===== src/rtl/ea_calc.sv =====
module ea_calc #(
  parameter int AW   = 24,
  parameter int DW   = 32,
  parameter int NREG = 8
) (
  input  logic                     clk,
  input  logic                     rst_n,
  input  logic                     req_valid,
  input  logic [3:0]               mode,
  input  logic [1:0]               size,
  input  logic [$clog2(NREG)-1:0]  reg_sel,
  input  logic [$clog2(NREG):0]    idx_sel,
  input  logic                     idx_long,
  input  logic [AW-1:0]            pc,
  input  logic [DW-1:0]            ext,
  input  logic [NREG*DW-1:0]       a_regs,
  input  logic [NREG*DW-1:0]       d_regs,
  output logic                     ea_valid,
  output logic [AW-1:0]            ea_addr,
  output logic                     wb_valid,
  output logic [$clog2(NREG)-1:0]  wb_reg,
  output logic [DW-1:0]            wb_value
);
  localparam int RW = $clog2(NREG);
  localparam logic [3:0] M_IND  = 4'd0, M_INC  = 4'd1, M_DEC  = 4'd2,
                         M_D16  = 4'd3, M_IDX  = 4'd4, M_PCD  = 4'd5,
                         M_PCX  = 4'd6, M_ABSW = 4'd7, M_ABSL = 4'd8;

  logic [DW-1:0] base_a, idx_raw, idx_val, step, stepped;
  logic [DW-1:0] disp16, disp8, pc_base;
  logic [DW-1:0] op_base, op_idx, op_off, sum;
  logic          hit, wb;

  assign base_a  = a_regs[reg_sel*DW +: DW];
  assign idx_raw = idx_sel[RW] ? a_regs[idx_sel[RW-1:0]*DW +: DW]
                               : d_regs[idx_sel[RW-1:0]*DW +: DW];
  assign idx_val = idx_long ? idx_raw : {{(DW-16){idx_raw[15]}}, idx_raw[15:0]};
  assign disp16  = {{(DW-16){ext[15]}}, ext[15:0]};
  assign disp8   = {{(DW-8){ext[7]}}, ext[7:0]};
  assign pc_base = {{(DW-AW){1'b0}}, pc + AW'(2)};
  assign step    = (size == 2'b00) ? DW'(1) : (size == 2'b01) ? DW'(2) : DW'(4);
  assign stepped = (mode == M_DEC) ? base_a - step : base_a + step;

  always_comb begin
    hit     = 1'b1;
    wb      = 1'b0;
    op_base = base_a;
    op_idx  = '0;
    op_off  = '0;
    case (mode)
      M_IND:  ;
      M_INC:  wb = 1'b1;
      M_DEC:  begin op_base = stepped; wb = 1'b1; end
      M_D16:  op_off = disp16;
      M_IDX:  begin op_off = disp8; op_idx = idx_val; end
      M_PCD:  begin op_base = pc_base; op_off = disp16; end
      M_PCX:  begin op_base = pc_base; op_off = disp8; op_idx = idx_val; end
      M_ABSW: begin op_base = '0; op_off = disp16; end
      M_ABSL: op_base = ext;
      default: hit = 1'b0;
    endcase
  end

  assign sum = op_base + op_idx + op_off;

  always_ff @(posedge clk or negedge rst_n) begin
    if (!rst_n) begin
      ea_valid <= 1'b0;
      ea_addr  <= '0;
      wb_valid <= 1'b0;
      wb_reg   <= '0;
      wb_value <= '0;
    end else begin
      ea_valid <= req_valid & hit;
      wb_valid <= req_valid & wb;
      if (req_valid & hit) ea_addr <= sum[AW-1:0];
      if (req_valid & wb) begin
        wb_reg   <= reg_sel;
        wb_value <= stepped;
      end
    end
  end
endmodule


===== config.mk =====
export PLATFORM = sky130hd
export DESIGN_NAME = ea_calc
export DESIGN_NICKNAME = d
export VERILOG_FILES = /design/src/rtl/ea_calc.sv
export SDC_FILE = /design/constraint.sdc
export NUM_CORES = 1
export LEC_CHECK = 0
export ABC_AREA = 1
export BUFFER_PORTS_ARGS = -buffer_cell sky130_fd_sc_hd__buf_2
export CAP_MARGIN = 20
export CORE_AREA = 2 2 253 255
export CTS_CLUSTER_SIZE = 16
export DETAILED_ROUTE_END_ITERATION = 12
export DIE_AREA = 0 0 255 257
export PLACE_DENSITY = 0.52
export SYNTH_ARGS = -nofsm -noshare
export SYNTH_HDL_FRONTEND = slang
export SYNTH_SLANG_ARGS = --single-unit

===== constraint.sdc =====
create_clock -name clk -period 1.35 [get_ports clk]
set_input_delay 0.27 -clock clk [delete_from_list [all_inputs] [get_ports clk]]
set_output_delay 0.27 -clock clk [all_outputs]
set_load 0.03 [all_outputs]

==> results.json, run 1 <==
{
  "status": "finished with violations",
  "violations": "negative setup slack",
  "met2_usage_pct": 42.2,
  "die_y_um": 257,
  "fin_crit_sh_pct": 349,
  "cp-end-kind": "register",
  "post-route-worst-setup-slack_ps": -3360,
  "cts.sinks": 61,
  "globalplace.congestion": 0.964,
  "synth_cell_types": 62,
  "hpwl_um": 74100,
  "synth_async_sr_flop_share_pct": 100,
  "grtUsageMet1_pct": 33.3,
  "cpMaxStageDelayCell": "fa_1",
  "syn_to_final_growth_pct": 87.2,
  "clockRootBuffer": "clkbuf_16",
  "ios": 646,
  "critPathLaunchType": "input pin",
  "hold_viol": 0,
  "grt_use_met3_pct": 4.39,
  "finalNonFillerCells": 4089,
  "viasPerCell": 4.89,
  "ys_seq_area_share_pct": 12.2,
  "peakVddDrop_mv": 0.577,
  "syn_area_per_cell_um2": 5.74,
  "drtIter0Drc": 1537,
  "top_usage_layer": "met2",
  "critPathMaxFanout": 5,
  "synthFlopType": "dfrtp_1",
  "nets": 3881,
  "grt_pass1_wl_um": 124000,
  "netlist_area_mm2": 0.0126,
  "dp_cells": 3979,
  "setup_tns_ps": -105970,
  "cts_buffer_depth": 2,
  "synthCells": 2187,
  "largest_reg_flops": 32,
  "die_area_mm2": 0.0655,
  "ant_nets": 0,
  "grt_max_degree": 55,
  "h-tree-depth": 3,
  "antenna_found_initial": 44,
  "synth_nets": 2851,
  "crit_arrival_ps": 4930,
  "p_per_area_mw_per_mm2": 791,
  "hold_path.class": "input pin to asynchronous set/reset pin",
  "dr.pass1.iters": 6,
  "cts_buffers": 9,
  "row_count": 92,
  "slew_viol_final": 0,
  "grt_remaining_overflow": 0,
  "path_common_cell": "inv_1",
  "synth-seq-cells": 61,
  "drive_above_1_share_pct": 46.9,
  "synth_edf_count": 0,
  "core_mm2": 0.0627,
  "finalCriticalPeriod_ps": 4710,
  "final_cell_mix": "568 x buf_2, 498 x buf_4, 345 x nand2_1",
  "clock_skew_ps": 0,
  "initial_utilization_pct": 20.0,
  "portBuffers": 573,
  "cap_viol_max_count": 0,
  "die_w_um": 255,
  "grt_use_total_pct": 25.3,
  "cp_slowest_stage_delay_ps": 520,
  "finalSetupViolCount": 56,
  "clk_pin_slew_ps": 60,
  "cts_tree": "done",
  "final_common_cell": "buf_2",
  "multiInputGateArea_mm2": 0.0114,
  "remaining_drc_errors": 0,
  "wl_per_cell_um": 21.4,
  "required_ps": 1570,
  "rsz0062_at_grt": "true",
  "grt_pass1_vias": 19500,
  "critical_path_class": "input pin to register",
  "relSlewSlack_pct": 68.5,
  "wirelength_um": 87600,
  "fin_util_pct": 37.5,
  "insertion_delay_ps": 340,
  "holdWs_ps": 394,
  "dr_total_vias": 20000,
  "yosys_warnings": 0,
  "nFillCells": 6801,
  "max_freq_ghz": 0.212,
  "r2r_slack_ps": 650,
  "seq_area_mm2": 0.00153,
  "worst_pin_slew_ps": 467,
  "p_leak_nw": 11.5
}
synthesized netlist by cell type (35+ instances only):
library cell | count | area (um2)
o22ai_1 | 35 | 219
clkbuf_1 | 106 | 398
a21oi_1 | 191 | 956
inv_1 | 198 | 743
nand3_1 | 98 | 490
nor2_1 | 289 | 1080
o221ai_1 | 39 | 342
dfrtp_1 | 61 | 1530
nand2_1 | 386 | 1450
ha_1 | 54 | 676
o21ai_0 | 386 | 1930
o211ai_1 | 74 | 556
worst max-delay path: cells and delay by family:
family / cells / cell delay (ps)
AOI/OAI and AO/OA: 10 / 1600
xor gates and xnor gates: 2 / 290
and+or+nand+nor: 8 / 1000
buffers and inverters: 8 / 660
adders and majority gates: 3 / 1090
power by group:
part           internal, W  leakage, nW  switching (W)
Sequential         0.00238        0.757       0.000326
Clock              0.00129        0.128       0.000904
Combinational      0.00612         10.6        0.00756
final timing paths:
check,start,cells after the start,to
max reg2reg,wb_value[21]$_DFFE_PN0P_,2,wb_value[21]$_DFFE_PN0P_
max in group asynchronous,rst_n,3,ea_addr[14]$_DFFE_PN0P_
min,rst_n,2,wb_value[27]$_DFFE_PN0P_
min in group clk,req_valid,5,wb_value[13]$_DFFE_PN0P_
min reg2reg,wb_value[31]$_DFFE_PN0P_,2,wb_value[31]$_DFFE_PN0P_
max,mode[1],31,ea_addr[20]$_DFFE_PN0P_
routing by layer:
metal  vias to the layer above  share of wire [%]
met1                      9362                 42
met2                       839                 47
li1                       9623                  -
met3                       145                8.0
met4                        26                2.8
met5                         -               0.19
what timing repair did:
action                                  CTS  global route
pin swaps                                84            98
hold buffers                              1             0
endpoints found under the setup margin   56            57
setup buffers                            40            35
cloned                                    2             8
gates resized for setup                 218           217
hold endpoints to repair                  8             0
per-stage QoR:
step           setup WS (ps)  instance area [um2]  power [W]
3_5_place_dp           -4030                20600     0.0141
3_3_place_gp           -4100                20600     0.0141
4_1_cts                -3350                22300     0.0177
5_1_grt                -3550                23500     0.0198
2_1_floorplan          -3280                13100    0.00832
6_report               -3360                23500     0.0186
cells by family after synthesis:
group	synth area share, %
adder cells (fa/ha/maj)	9.37
AND/OR/NAND/NOR	27.9
XOR/XNOR	2.65
AO/OA/AOI/OAI	36.8
buffers and inverters	11.2
flip-flops	12.2
cell type report:
class,count,area share (%)
clock buffer,11,1.03
clock inverter,5,0.154
tap,846,4.51
timing repair inverter,2,0.0959
sequential,61,6.50
antenna,21,0.224
timing repair buffer,1168,35.2
multi-input combinational,1765,48.7
inverter,210,3.57
No activity file was read; power rests on OpenSTA's default activity.
==> run 2, diff against run 1 <==
--- a/config.mk
+++ b/config.mk
@@ -8,11 +8,12 @@
 export ABC_AREA = 1
 export BUFFER_PORTS_ARGS = -buffer_cell sky130_fd_sc_hd__buf_2
 export CAP_MARGIN = 20
-export CORE_AREA = 2 2 253 255
-export CTS_CLUSTER_SIZE = 16
+export CELL_PAD_IN_SITES_DETAIL_PLACEMENT = 1
+export CELL_PAD_IN_SITES_GLOBAL_PLACEMENT = 1
+export CORE_AREA = 2 2 251 253
 export DETAILED_ROUTE_END_ITERATION = 12
-export DIE_AREA = 0 0 255 257
-export PLACE_DENSITY = 0.52
+export DIE_AREA = 0 0 253 255
+export PLACE_DENSITY = 0.7
 export SYNTH_ARGS = -nofsm -noshare
 export SYNTH_HDL_FRONTEND = slang
 export SYNTH_SLANG_ARGS = --single-unit
==> run 2 against run 1 <==
Effect of this change: the flow still finishes with violations (negative setup slack); cell count shrank 1.2%; clock skew is the same; sequential cell count unchanged; global-route usage rose by 2.1 points; sequential power is essentially flat; critical path depth increased by 3; worst setup slack got worse by 240 ps; largest power group unchanged.
==> results.json, run 2 (synthesized netlist as in run 1, its figures left out) <==
{
  "final_common_cell": "buf_2",
  "ios": 646,
  "finalCriticalPeriod_ps": 4950,
  "critical_path_class": "input pin to register",
  "cts_buffers": 9,
  "p_leak_nw": 11.5,
  "setup_tns_ps": -118450,
  "drive_above_1_share_pct": 48.4,
  "row_count": 92,
  "initial_utilization_pct": 20.2,
  "insertion_delay_ps": 340,
  "multiInputGateArea_mm2": 0.0117,
  "final_cell_mix": "568 x buf_2, 496 x buf_4, 327 x nand2_1",
  "crit_arrival_ps": 5180,
  "max_freq_ghz": 0.202,
  "rsz0062_at_grt": "true",
  "nets": 3870,
  "clk_pin_slew_ps": 60,
  "antenna_found_initial": 53,
  "globalplace.congestion": 0.957,
  "cts_tree": "done",
  "cpMaxStageDelayCell": "fa_1",
  "worst_pin_slew_ps": 775,
  "critPathTopFamily": "simple AND/OR/NAND/NOR gates",
  "fin_crit_sh_pct": 367,
  "clock_skew_ps": 0,
  "violations": "negative setup slack",
  "relSlewSlack_pct": 47.8,
  "p_per_area_mw_per_mm2": 839,
  "finalSetupViolCount": 55,
  "hpwl_um": 75900,
  "grt_use_total_pct": 27.4,
  "wirelength_um": 95800,
  "core_mm2": 0.0622,
  "slew_viol_final": 0,
  "die_w_um": 253,
  "dr.pass1.iters": 5,
  "syn_to_final_growth_pct": 87.7,
  "cts_buffer_depth": 2,
  "remaining_drc_errors": 0,
  "portBuffers": 573,
  "nFillCells": 8018,
  "drtIter0Drc": 1413,
  "status": "finished with violations",
  "grt_remaining_overflow": 0,
  "post-route-worst-setup-slack_ps": -3600,
  "grt_pass1_vias": 21100,
  "hold_viol": 0,
  "required_ps": 1590,
  "largest_reg_flops": 32,
  "ant_nets": 0,
  "finalPower_w": 0.0198,
  "grt_pass1_wl_um": 132000,
  "wl_per_cell_um": 23.7,
  "viasPerCell": 5.14,
  "hold_path.class": "input pin to asynchronous set/reset pin",
  "seq_area_mm2": 0.00153,
  "die_y_um": 255,
  "die_area_mm2": 0.0645,
  "dr_total_vias": 20800,
  "critPathMaxFanout": 5,
  "cp_num_buf_inv": 8,
  "cts.sinks": 61,
  "cp_slowest_stage_delay_ps": 560,
  "dp_cells": 3914,
  "peakVddDrop_mv": 0.630,
  "finalNonFillerCells": 4038,
  "h-tree-depth": 3,
  "cap_viol_max_count": 0,
  "grt_max_degree": 76,
  "clockRootBuffer": "clkbuf_16",
  "cp-end-kind": "register",
  "critPathLaunchType": "input pin"
}
[run 2: path summary, 6_finish.rpt]
| kind | startpoint | endpoint | slack (ps) | depth (start not counted) |
|---|---|---|---|---|
| min reg2reg | ea_addr[2]$_DFFE_PN0P_ | ea_addr[2]$_DFFE_PN0P_ | 480 | 2 |
| max | mode[1] | ea_addr[23]$_DFFE_PN0P_ | -3600 | 34 |
| min | rst_n | wb_reg[0]$_DFFE_PN0P_ | 340 | 2 |
| max in group asynchronous | rst_n | wb_value[27]$_DFFE_PN0P_ | 520 | 3 |
| min in group clk | ea_addr[2]$_DFFE_PN0P_ | ea_addr[2]$_DFFE_PN0P_ | 480 | 2 |
| max reg2reg | ea_addr[18]$_DFFE_PN0P_ | ea_addr[18]$_DFFE_PN0P_ | 630 | 2 |
[run 2: layout make-up]
type,instances,area share (%)
repair buffers,1159,34.4
clock buffers,9,0.956
well taps,799,4.24
flip-flops and latches,61,6.48
clock inverters,7,0.425
diodes,28,0.297
inverters,210,3.47
multi-input cells,1765,49.8
[run 2: timing repair]
item,4_1_cts,5_1_grt
gates resized for setup,303,206
buffers inserted,44,39
endpoints found under the setup margin,56,56
hold buffers,1,0
pin swaps,117,134
cloned,6,2
hold endpoints to repair,5,0
[run 2: power breakdown]
part	total (W)	switching [W]	internal, W
clock network	0.00260	0.000976	0.00162
registers	0.00270	0.000322	0.00238
logic	0.0145	0.00824	0.00622
[run 2: through the flow]
stage          utilization (%)  hold WS [ps]  cell area [um2]  setup WS [ps]
3_5_place_dp              32.5           159            20200          -4290
3_3_place_gp              32.5           161            20200          -4350
5_1_grt                   37.9           361            23500          -3830
6_report                  37.9           341            23600          -3600
4_1_cts                   36.0           344            22400          -3270
2_1_floorplan                -         -25.6            13100          -3280
[run 2: metal layers]
layer  up-vias  track usage (%)  routed length [um]
li1       9597                -                   -
met1     10000             34.6               40200
met2       895             45.7               44700
met3       202             6.15                7220
met4        26             10.2                3520
met5         -                0                 177
[run 2: worst reg2reg max path: stages, from the launching register on]
cell,delay [ps]
dfrtp_1,390
nor2_1,130
a31oi_1,70
==> run 3, diff against run 2 <==
--- a/config.mk
+++ b/config.mk
@@ -11,6 +11,7 @@
 export CELL_PAD_IN_SITES_DETAIL_PLACEMENT = 1
 export CELL_PAD_IN_SITES_GLOBAL_PLACEMENT = 1
 export CORE_AREA = 2 2 251 253
+export CTS_BUF_LIST = sky130_fd_sc_hd__clkbuf_8
 export DETAILED_ROUTE_END_ITERATION = 12
 export DIE_AREA = 0 0 253 255
 export PLACE_DENSITY = 0.7
==> run 3 against run 2 <==
Effect of this change: the flow still finishes with violations (negative setup slack); count of clock-buffer cells in the layout unchanged; register-to-register slack got worse by 40 ps; non-clock buffer count increased by 6; sequential cell count unchanged; combinational power about the same; worst setup slack improved by 26 ps.
==> results.json, run 3 (synthesized netlist as in run 1, its figures left out) <==
{
  "r2r_cells": 2,
  "max_freq_ghz": 0.203,
  "clk_pin_slew_ps": 70,
  "slew_viol_final": 0,
  "r2r_slack_ps": 590,
  "required_ps": 1610,
  "p_leak_nw": 11.5,
  "reg2reg_to": "wb_value[13]$_DFFE_PN0P_",
  "cts_buffer_depth": 2,
  "dr.pass1.iters": 5,
  "dp_cells": 3914,
  "drive_above_1_share_pct": 48.5,
  "cap_viol_max_count": 0,
  "row_count": 92,
  "die_area_mm2": 0.0645,
  "initial_utilization_pct": 20.2,
  "r2r_start": "wb_value[13]$_DFFE_PN0P_",
  "viasPerCell": 5.15,
  "critPathLaunchType": "input pin",
  "post-route-worst-setup-slack_ps": -3570,
  "finalNonFillerCells": 4039,
  "path_common_cell": "nand2_2",
  "wirelength_um": 96700,
  "remaining_drc_errors": 0,
  "h-tree-depth": 3,
  "cp_slowest_stage_delay_ps": 490,
  "grt_pass1_wl_um": 134000,
  "grt_remaining_overflow": 0,
  "syn_to_final_growth_pct": 86.8,
  "relSlewSlack_pct": 58.2,
  "setup_tns_ps": -116830,
  "rsz0062_at_grt": "true",
  "grt_use_total_pct": 27.9,
  "die_w_um": 253,
  "largest_reg_flops": 32,
  "worst_pin_slew_ps": 620,
  "ant_nets": 0,
  "violations": "negative setup slack",
  "crit_arrival_ps": 5180,
  "grt_max_degree": 76,
  "cts.sinks": 61,
  "globalplace.congestion": 0.957,
  "hold_viol": 0,
  "peakVddDrop_mv": 0.511,
  "die_y_um": 255,
  "hpwl_um": 75900,
  "wl_per_cell_um": 23.9,
  "hold_path.class": "input pin to asynchronous set/reset pin",
  "final_cell_mix": "568 x buf_2, 503 x buf_4, 320 x nand2_1",
  "cp-end-kind": "register",
  "finalPower_w": 0.0191,
  "finalSetupViolCount": 55,
  "p_per_area_mw_per_mm2": 813,
  "critPathMaxFanout": 4,
  "portBuffers": 573,
  "cpMaxStageDelayCell": "fa_1",
  "drtIter0Drc": 1383,
  "status": "finished with violations",
  "finalCriticalPeriod_ps": 4920,
  "insertion_delay_ps": 370,
  "dr_total_vias": 20800,
  "clockRootBuffer": "clkbuf_8",
  "fin_crit_sh_pct": 365,
  "cts_buffers": 9,
  "critical_path_class": "input pin to register",
  "grt_pass1_vias": 21200,
  "clock_skew_ps": 0,
  "cts_tree": "done",
  "nets": 3877,
  "ios": 646,
  "final_common_cell": "buf_2",
  "antenna_found_initial": 46,
  "core_mm2": 0.0622
}
-- run 3: cell types whose count changed in the layout (fill, tap and decap cells not counted), moves of 7 or more --
cell / delta
buf_4: +7
clkbuf_16: -10
nand2_1: -7
clkbuf_8: +9
o21ai_0: -9
inv_2: -7
o21ai_1: +9
-- run 3: power breakdown --
group          internal (W)  switching (W)  total (W)
registers           0.00238       0.000323    0.00270
logic               0.00618        0.00823     0.0144
clock network       0.00104       0.000910    0.00195
-- run 3: stage by stage --
stage               hold WS [ps]  cell area [um2]  setup WS (ps)  utilization, %
floorplan                  -25.6            13100          -3280               -
global placement             161            20200          -4350            32.5
detailed placement           159            20200          -4290            32.5
CTS                          304            22600          -3230            36.4
global route                 318            23400          -3790            37.7
finish                       309            23400          -3570            37.7
-- run 3: how the worst max path moves through the flow --
stage	start	endpoint	depth (start not counted)
CTS	reg_sel[1]	ea_addr[23]$_DFFE_PN0P_	33
detailed placement	reg_sel[1]	ea_addr[23]$_DFFE_PN0P_	34
finish	mode[1]	ea_addr[16]$_DFFE_PN0P_	31
global route	reg_sel[1]	ea_addr[16]$_DFFE_PN0P_	35
floorplan	reg_sel[0]	ea_addr[23]$_DFFE_PN0P_	36
global placement	reg_sel[1]	ea_addr[23]$_DFFE_PN0P_	34
-- run 3: per-layer routing --
layer / track usage, % / vias up / share of wire [%]
li1: - / 9612 / -
met1: 35.1 / 9978 / 42
met2: 47.0 / 934 / 46
met3: 6.01 / 247 / 7.5
met4: 9.69 / 24 / 4.2
met5: 0 / - / 0.17
-- run 3: critical path: cells and delay by family --
kind            cells  cell delay (ps)
simple gates        9             1310
compound gates      9             1270
fa+ha+maj           3             1130
buf+inv             8              840
xor+xnor            2              320
-- run 3: area by class of cell --
class                      instances  area, um2
clock buffer                       9        124
timing repair inverter             1       8.76
multi-input combinational       1765      11700
antenna                           22       55.1
fill                            8020      38700
sequential                        61       1530
inverter                         210        820
clock inverter                     7        100
timing repair buffer            1165       8130
tap                              799       1000
-- run 3: what timing repair did --
action,in CTS,in global routing
hold buffers,1,0
pin swaps,144,79
gates resized for setup,360,151
setup endpoints to repair,56,56
endpoints found under the hold margin,5,0
setup buffers,60,24
gates cloned,8,1
